File: config.mk
export PLATFORM = sky130hd
export DESIGN_NAME = recfg_pe
export DESIGN_NICKNAME = d
export VERILOG_FILES = /design/src/rtl/pe_pkg.sv /design/src/rtl/pe_delay_line.sv /design/src/rtl/pe_mul_unit.sv /design/src/rtl/pe_addsub_unit.sv /design/src/rtl/recfg_pe.sv
export SDC_FILE = /design/constraint.sdc
export NUM_CORES = 2
export LEC_CHECK = 0
export BUFFER_PORTS_ARGS = -buffer_cell sky130_fd_sc_hd__buf_2
export CORE_MARGIN = 4
export CORE_UTILIZATION = 55
export DETAILED_ROUTE_END_ITERATION = 7
export HOLD_SLACK_MARGIN = 0.03
export PLACE_DENSITY = 0.75
export SLEW_MARGIN = 15
export SYNTH_ARGS = -nofsm -noshare
export SYNTH_HDL_FRONTEND = slang
export SYNTH_SLANG_ARGS = --single-unit
File: constraint.sdc
create_clock -name clk_i -period 14.35 [get_ports clk_i]
set_input_delay 0.7175 -clock clk_i [delete_from_list [all_inputs] [get_ports clk_i]]
set_output_delay 0.7175 -clock clk_i [all_outputs]
set_load 0.05 [all_outputs]
File: src/rtl/pe_pkg.sv
package pe_pkg;
  localparam int N_MUL  = 4;
  localparam int N_AS   = 7;
  localparam int N_VAR  = 6;
  localparam int N_COEF = 4;
  localparam int N_RES  = 4;

  typedef enum logic [2:0] {
    MD_ADD   = 3'd0,
    MD_MUL   = 3'd1,
    MD_SUB   = 3'd2,
    MD_BFLY  = 3'd3,
    MD_FIR2  = 3'd4,
    MD_FIR4  = 3'd5,
    MD_FIR4A = 3'd6,
    MD_NONE  = 3'd7
  } pe_mode_e;
endpackage

File: src/rtl/pe_delay_line.sv
module pe_delay_line #(
  parameter int W      = 16,
  parameter int STAGES = 7
) (
  input  logic         clk_i,
  input  logic         rst_ni,
  input  logic         vld_i,
  input  logic [W-1:0] dat_i,
  output logic         vld_o,
  output logic [W-1:0] dat_o
);
  logic [STAGES-1:0] vld_q;
  logic [W-1:0]      dat_q [STAGES];

  always_ff @(posedge clk_i or negedge rst_ni) begin
    if (!rst_ni) begin
      vld_q <= '0;
      for (int i = 0; i < STAGES; i++) dat_q[i] <= '0;
    end else begin
      vld_q    <= {vld_q[STAGES-2:0], vld_i};
      dat_q[0] <= vld_i ? dat_i : '0;  // idle unit shifts zeros
      for (int i = 1; i < STAGES; i++) dat_q[i] <= dat_q[i-1];
    end
  end

  assign vld_o = vld_q[STAGES-1];
  assign dat_o = dat_q[STAGES-1];

  // one operation in flight -> at most one token per unit
  a_r8_one_token: assert property (@(posedge clk_i) disable iff (!rst_ni)
    $onehot0(vld_q));
endmodule

File: src/rtl/pe_mul_unit.sv
module pe_mul_unit #(
  parameter int W      = 16,
  parameter int STAGES = 7,
  parameter int FRAC   = W - 1
) (
  input  logic                clk_i,
  input  logic                rst_ni,
  input  logic                en_i,
  input  logic signed [W-1:0] a_i,
  input  logic signed [W-1:0] b_i,
  output logic                vld_o,
  output logic signed [W-1:0] y_o
);
  localparam logic [W-1:0] MAX_V = {1'b0, {(W-1){1'b1}}};
  localparam logic [W-1:0] MIN_V = {1'b1, {(W-1){1'b0}}};

  logic signed [2*W-1:0] prod, shf;
  logic                  fits;
  logic [W-1:0]          res, dly;

  always_comb begin
    prod = a_i * b_i;
    shf  = prod >>> FRAC;
    fits = (&shf[2*W-1:W-1]) | ~(|shf[2*W-1:W-1]);
    res  = fits ? shf[W-1:0] : (shf[2*W-1] ? MIN_V : MAX_V);
  end

  pe_delay_line #(.W(W), .STAGES(STAGES)) u_pipe (
    .clk_i (clk_i), .rst_ni(rst_ni),
    .vld_i (en_i),  .dat_i (res),
    .vld_o (vld_o), .dat_o (dly)
  );

  assign y_o = dly;
endmodule

File: src/rtl/pe_addsub_unit.sv
module pe_addsub_unit #(
  parameter int W      = 16,
  parameter int STAGES = 7
) (
  input  logic                clk_i,
  input  logic                rst_ni,
  input  logic                en_i,
  input  logic                sub_i,
  input  logic signed [W-1:0] a_i,
  input  logic signed [W-1:0] b_i,
  output logic                vld_o,
  output logic signed [W-1:0] y_o
);
  localparam logic [W-1:0] MAX_V = {1'b0, {(W-1){1'b1}}};
  localparam logic [W-1:0] MIN_V = {1'b1, {(W-1){1'b0}}};

  logic signed [W:0] sum;
  logic [W-1:0]      res, dly;

  always_comb begin
    sum = sub_i ? ({a_i[W-1], a_i} - {b_i[W-1], b_i})
                : ({a_i[W-1], a_i} + {b_i[W-1], b_i});
    res = (sum[W] == sum[W-1]) ? sum[W-1:0] : (sum[W] ? MIN_V : MAX_V);
  end

  pe_delay_line #(.W(W), .STAGES(STAGES)) u_pipe (
    .clk_i (clk_i), .rst_ni(rst_ni),
    .vld_i (en_i),  .dat_i (res),
    .vld_o (vld_o), .dat_o (dly)
  );

  assign y_o = dly;
endmodule

File: src/rtl/recfg_pe.sv
module recfg_pe
  import pe_pkg::*;
#(
  parameter int W      = 16,
  parameter int STAGES = 7
) (
  input  logic                  clk_i,
  input  logic                  rst_ni,
  input  logic                  start_i,
  input  logic [2:0]            mode_i,
  input  logic [N_VAR*W-1:0]    var_i,
  input  logic [N_COEF*W-1:0]   coef_i,
  output logic [N_RES*W-1:0]    result_o,
  output logic                  valid_o,
  output logic                  busy_o,
  output logic                  err_o
);
  // control state
  logic                busy_q, launch_q, valid_q, err_q;
  pe_mode_e            mode_q;
  logic [N_VAR*W-1:0]  rf_var_q;
  logic [N_COEF*W-1:0] rf_coef_q;
  logic [N_RES*W-1:0]  res_q, lanes;
  logic                accept, done;

  logic signed [W-1:0] x [N_VAR];
  logic signed [W-1:0] c [N_COEF];

  // unit ports
  logic signed [W-1:0] mul_a [N_MUL];
  logic signed [W-1:0] mul_b [N_MUL];
  logic signed [W-1:0] mul_y [N_MUL];
  logic [N_MUL-1:0]    mul_en, mul_vld;
  logic signed [W-1:0] as_a [N_AS];
  logic signed [W-1:0] as_b [N_AS];
  logic signed [W-1:0] as_y [N_AS];
  logic [N_AS-1:0]     as_en, as_sub, as_vld;

  always_comb begin
    for (int i = 0; i < N_VAR; i++)  x[i] = rf_var_q[i*W +: W];
    for (int i = 0; i < N_COEF; i++) c[i] = rf_coef_q[i*W +: W];
  end

  // ICN0: register files -> multipliers
  always_comb begin
    mul_en = '0;
    for (int i = 0; i < N_MUL; i++) begin
      mul_a[i] = '0;
      mul_b[i] = '0;
    end
    case (mode_q)
      MD_MUL: begin
        mul_en[0] = launch_q;
        mul_a[0]  = x[0]; mul_b[0] = c[0];
      end
      MD_BFLY: begin
        mul_en   = {N_MUL{launch_q}};
        mul_a[0] = x[2]; mul_b[0] = c[0];
        mul_a[1] = x[3]; mul_b[1] = c[1];
        mul_a[2] = x[3]; mul_b[2] = c[0];
        mul_a[3] = x[2]; mul_b[3] = c[1];
      end
      MD_FIR2: begin
        mul_en[1:0] = {2{launch_q}};
        mul_a[0] = x[0]; mul_b[0] = c[1];
        mul_a[1] = x[1]; mul_b[1] = c[0];
      end
      MD_FIR4, MD_FIR4A: begin
        mul_en = {N_MUL{launch_q}};
        for (int i = 0; i < N_MUL; i++) begin
          mul_a[i] = x[i];
          mul_b[i] = c[N_COEF-1-i];
        end
      end
      default: ;
    endcase
  end

  // ICN1..ICN3: products, register-file bypass and partial sums -> adders
  always_comb begin
    as_en  = '0;
    as_sub = '0;
    for (int i = 0; i < N_AS; i++) begin
      as_a[i] = '0;
      as_b[i] = '0;
    end
    case (mode_q)
      MD_ADD, MD_SUB: begin
        as_en[2]  = launch_q;
        as_sub[2] = (mode_q == MD_SUB);
        as_a[2]   = x[0]; as_b[2] = x[1];
      end
      MD_BFLY: begin
        as_en[0] = mul_vld[0]; as_sub[0] = 1'b1;
        as_a[0]  = mul_y[0];   as_b[0]   = mul_y[1];
        as_en[1] = mul_vld[2];
        as_a[1]  = mul_y[2];   as_b[1]   = mul_y[3];
        as_en[5:2] = {4{as_vld[0]}};
        as_a[2] = x[0]; as_b[2] = as_y[0];
        as_a[3] = x[1]; as_b[3] = as_y[1];
        as_a[4] = x[0]; as_b[4] = as_y[0]; as_sub[4] = 1'b1;
        as_a[5] = x[1]; as_b[5] = as_y[1]; as_sub[5] = 1'b1;
      end
      MD_FIR2: begin
        as_en[0] = mul_vld[0];
        as_a[0]  = mul_y[0]; as_b[0] = mul_y[1];
      end
      MD_FIR4, MD_FIR4A: begin
        as_en[0] = mul_vld[0];
        as_a[0]  = mul_y[0]; as_b[0] = mul_y[1];
        as_en[1] = mul_vld[2];
        as_a[1]  = mul_y[2]; as_b[1] = mul_y[3];
        as_en[6] = as_vld[0];
        as_a[6]  = as_y[0];  as_b[6] = as_y[1];
        if (mode_q == MD_FIR4A) begin
          // side addition timed to land with the tree result
          as_en[3] = as_vld[0];
          as_a[3]  = x[4]; as_b[3] = x[5];
        end
      end
      default: ;
    endcase
  end

  for (genvar g = 0; g < N_MUL; g++) begin : g_mul
    pe_mul_unit #(.W(W), .STAGES(STAGES), .FRAC(W-1)) u_mul (
      .clk_i (clk_i), .rst_ni(rst_ni), .en_i(mul_en[g]),
      .a_i   (mul_a[g]), .b_i(mul_b[g]),
      .vld_o (mul_vld[g]), .y_o(mul_y[g])
    );
  end

  for (genvar g = 0; g < N_AS; g++) begin : g_as
    pe_addsub_unit #(.W(W), .STAGES(STAGES)) u_as (
      .clk_i (clk_i), .rst_ni(rst_ni), .en_i(as_en[g]), .sub_i(as_sub[g]),
      .a_i   (as_a[g]), .b_i(as_b[g]),
      .vld_o (as_vld[g]), .y_o(as_y[g])
    );
  end

  // output collection
  always_comb begin
    done  = 1'b0;
    lanes = '0;
    case (mode_q)
      MD_ADD, MD_SUB: begin done = as_vld[2]; lanes[0 +: W] = as_y[2]; end
      MD_MUL:         begin done = mul_vld[0]; lanes[0 +: W] = mul_y[0]; end
      MD_BFLY: begin
        done  = as_vld[2];
        lanes = {as_y[5], as_y[4], as_y[3], as_y[2]};
      end
      MD_FIR2:        begin done = as_vld[0]; lanes[0 +: W] = as_y[0]; end
      MD_FIR4:        begin done = as_vld[6]; lanes[0 +: W] = as_y[6]; end
      MD_FIR4A: begin
        done = as_vld[6];
        lanes[0 +: W] = as_y[6];
        lanes[W +: W] = as_y[3];
      end
      default: ;
    endcase
    done = done & busy_q;
  end

  assign accept = start_i & ~busy_q;

  always_ff @(posedge clk_i or negedge rst_ni) begin
    if (!rst_ni) begin
      busy_q    <= 1'b0;
      launch_q  <= 1'b0;
      valid_q   <= 1'b0;
      err_q     <= 1'b0;
      mode_q    <= MD_ADD;
      rf_var_q  <= '0;
      rf_coef_q <= '0;
      res_q     <= '0;
    end else begin
      launch_q <= accept & (mode_i != MD_NONE);
      err_q    <= accept & (mode_i == MD_NONE);
      valid_q  <= done;
      if (accept && mode_i != MD_NONE) begin
        busy_q    <= 1'b1;
        mode_q    <= pe_mode_e'(mode_i);
        rf_var_q  <= var_i;
        rf_coef_q <= coef_i;
      end else if (done) begin
        busy_q <= 1'b0;
      end
      if (done) res_q <= lanes;
    end
  end

  assign result_o = res_q;
  assign valid_o  = valid_q;
  assign busy_o   = busy_q;
  assign err_o    = err_q;

  // valid is a single-cycle pulse
  a_r7_valid_pulse: assert property (@(posedge clk_i) disable iff (!rst_ni)
    valid_o |=> !valid_o);

  // captured mode holds while an operation is in flight
  a_r8_mode_hold: assert property (@(posedge clk_i) disable iff (!rst_ni)
    busy_o && $past(busy_o) |-> $stable(mode_q));

  // error pulse never overlaps an operation
  a_r9_err_idle: assert property (@(posedge clk_i) disable iff (!rst_ni)
    err_o |-> !busy_o && !valid_o);

  // bypass modes leave multipliers and first adder rank idle
  a_r11_bypass_idle: assert property (@(posedge clk_i) disable iff (!rst_ni)
    busy_o && (mode_q == MD_ADD || mode_q == MD_SUB)
      |-> mul_vld == '0 && as_vld[1:0] == '0);

  // single multiply leaves every adder idle
  a_r11_mul_idle: assert property (@(posedge clk_i) disable iff (!rst_ni)
    busy_o && mode_q == MD_MUL |-> as_vld == '0);
endmodule

==> impl_metrics.tcl <==
set metrics [dict create \
    fmax_mhz 98.7 \
    fill_cells 12871 \
    grt.total_usage 0.325 \
    cts.clk_slew.worst_paths_ns 0.07 \
    gp_congestion 1.04 \
    end_kind "register" \
    grt_pass1_wl_um 409000 \
    post-route-min-period_ns 10.13 \
    cts.repair.resized 0 \
    layout_commonest_cell "dfrtp_1" \
    antenna_found_initial 25 \
    core_um2 163000 \
    clk_latency_ns 0.82 \
    fin_setup_tns_ns 0 \
    netlist_area_um2 90400 \
    hp-class "input pin to register" \
    cp-startpoint "mode_q[0]$_DFFE_PN0P_" \
    ys_ff_latch 1498 \
    grt_max_degree 190 \
    wl_per_cell_um 24.8 \
    finalClockSkew_ns 0.0676 \
    synth_enable_flop_cells 0 \
    crit_fanout 176 \
    synthArstFlopShare 1.00 \
    post-cts-setup-buffers 0 \
    cts_hold_buffers 1 \
    cp.arrival_ns 10.87 \
    syn_area_per_cell_um2 10.8 \
    regArea_um2 37500 \
    rows 148 \
    drive_gt1_frac 0.0831 \
    cp-endpoint "g_mul[1].u_mul.u_pipe.dat_q[96]$_DFF_PN0_" \
    numCtsBuffers 149 \
    clockBufferDepth 3 \
    min-delay-start "var_i[23]" \
    synthDistinctLibCells 96 \
    yosysSeqAreaShare 0.415 \
    reg2reg_slack_ns 4.22 \
    worst_pin_slew_ns 1.34 \
    die_x_um 413 \
    cts_tree "built" \
    vias_per_cell 5.78 \
    die_y_um 413 \
    ys.warnings.count 0 \
    grt_overflow 0 \
    vias 62862 \
    final-setup-viol-count 0 \
    drt_iter0_drc 6595 \
    rsz0062_at_grt "false" \
    synthCells 8367 \
    timing.rr.start "mode_q[0]$_DFFE_PN0P_" \
    drcViolationCount 0 \
    h-tree-depth 4 \
    maxCapViolations 0 \
    nNetsFinal 10212 \
    most-common-layout-cells "dfrtp_1 (1,495), nand2_1 (1,298), inv_1 (1,230), fa_1 (1,051), nor2_1 (664)" \
    dieArea_um2 171000 \
    final_util 0.610 \
    final_max_slew_viol_count 0 \
    hold_violations 0 \
    drtAntennaViolNets 0 \
    dpl.cell_count 10587 \
    critPathKind "register to register" \
    fin_crit_sh 0.706 \
    synth_flop_cell "dfrtp_1" \
    dp_hpwl_um 204000 \
    crit_required_ns 15.08 \
    drt_wl_total_um 270000 \
    area_growth_pct 9.95 \
    pin_count 233 \
    clock_sinks 1498 \
    startpoint_type "register" \
    stdcell_count 10876 \
    r2r-end "g_mul[1].u_mul.u_pipe.dat_q[96]$_DFF_PN0_" \
    clockRootBuffer "clkbuf_16" \
    first_pass_iters 6 \
    first_global_vias 66334 \
    start_util 0.555 \
    numPortBuffers 232 \
    status "completed" \
    slew_headroom 0.105 \
    multi_input_area_um2 47100 \
    ff2ff_path_depth 24 \
    syn_nets 10014 \
]
==> routing by layer <==
metal | vias to the layer above | wire [um] | GRT usage
li1 | 26738 | - | -
met1 | 32112 | 102000 | 0.421
met2 | 3158 | 121000 | 0.496
met3 | 848 | 27800 | 0.0914
met4 | 6 | 18700 | 0.184
met5 | - | 35 | 0
==> cells in the mapped netlist, types with 46 or more instances <==
cell type / count / area share
a21o_1: 125 / 0.010
a21oi_1: 202 / 0.011
a22o_1: 92 / 0.0089
a22oi_1: 107 / 0.0089
and2_1: 112 / 0.0078
and3_1: 57 / 0.0039
clkbuf_1: 238 / 0.0099
dfrtp_1: 1498 / 0.41
fa_1: 1051 / 0.23
ha_1: 430 / 0.060
inv_1: 1230 / 0.051
nand2_1: 1298 / 0.054
nand2b_1: 71 / 0.0049
nor2_1: 665 / 0.028
nor3_1: 47 / 0.0026
o21a_1: 90 / 0.0075
o21ai_0: 222 / 0.012
or2_2: 46 / 0.0032
xnor2_1: 123 / 0.012
xor2_1: 72 / 0.0070
==> kinds of logic (layout without fill, tap and decap cells) <==
group / after synthesis / count (layout) / share of synthesized area
simple gates: 2464 / 2464 / 0.116
flops: 1498 / 1498 / 0.415
mux: 44 / 44 / 0.00505
xor+xnor: 196 / 196 / 0.0191
buf+inv: 1542 / 1855 / 0.0649
other cells: 0 / 21 / 0
fa+ha+maj: 1483 / 1483 / 0.293
compound gates: 1140 / 1140 / 0.0874
==> worst min-delay path by stage <==
stage                                              endpoint  slack [ns]  cells after the start
CTS                                rf_var_q[23]$_DFFE_PN0P_        0.06                      3
finish                             rf_var_q[23]$_DFFE_PN0P_        0.10                      3
floorplan            g_as[0].u_as.u_pipe.dat_o[0]$_DFF_PN0_        0.33                      0
global placement    g_as[2].u_as.u_pipe.dat_q[39]$_DFF_PN0_        0.33                      0
global route                       rf_var_q[64]$_DFFE_PN0P_        0.09                      3
detailed placement   g_as[0].u_as.u_pipe.dat_o[5]$_DFF_PN0_        0.33                      0
==> sequential cells by signal (all words and copies together), names as in the netlist <==
name / flops
busy_o: 1
err_o: 1
g_as.u_as.u_pipe.dat_o: 112
g_as.u_as.u_pipe.dat_q: 672
g_as.u_as.u_pipe.vld_q: 21
g_mul.u_mul.u_pipe.dat_o: 64
g_mul.u_mul.u_pipe.dat_q: 384
g_mul.u_mul.u_pipe.vld_q: 14
launch_q: 1
mode_q: 3
result_o: 64
rf_coef_q: 64
rf_var_q: 96
valid_o: 1
==> cell type report <==
type	instances	area share
timing repair buffer	357	0.0220
antenna	21	0.000529
clock inverter	67	0.00997
multi-input combinational	5327	0.474
inverter	1232	0.0466
tap	2175	0.0274
sequential	1498	0.377
clock buffer	199	0.0419
==> worst max-delay path, stage by stage (launching register included) <==
cell,delay (ns)
dfrtp_4,1.00
and3b_4,0.94
buf_12,0.55
a22oi_1,0.61
nor2_1,0.30
fa_1,0.44
inv_1,0.08
fa_1,0.44
fa_1,0.52
inv_1,0.06
fa_1,0.48
fa_1,0.49
inv_1,0.05
fa_1,0.47
inv_1,0.04
ha_1,0.30
a211oi_1,0.53
o21ai_0,0.18
a21oi_1,0.20
o211a_1,0.21
o221ai_1,0.22
o311ai_2,0.39
a21oi_1,0.14
nor3b_2,0.75
a31o_2,0.28
==> through the flow <==
step / instance area (um2) / setup slack (ns) / hold slack, ns
2_1_floorplan: 90400 / 6.27 / 0.331
3_3_place_gp: 94100 / 4.54 / 0.331
3_5_place_dp: 94100 / 4.46 / 0.335
4_1_cts: 99300 / 4.42 / 0.0572
5_1_grt: 99300 / 3.74 / 0.0867
6_report: 99400 / 4.22 / 0.102
Power is left out: the tool's default activity adds up to more than one toggle a clock period on the data nets, which glitch-free logic cannot reach.
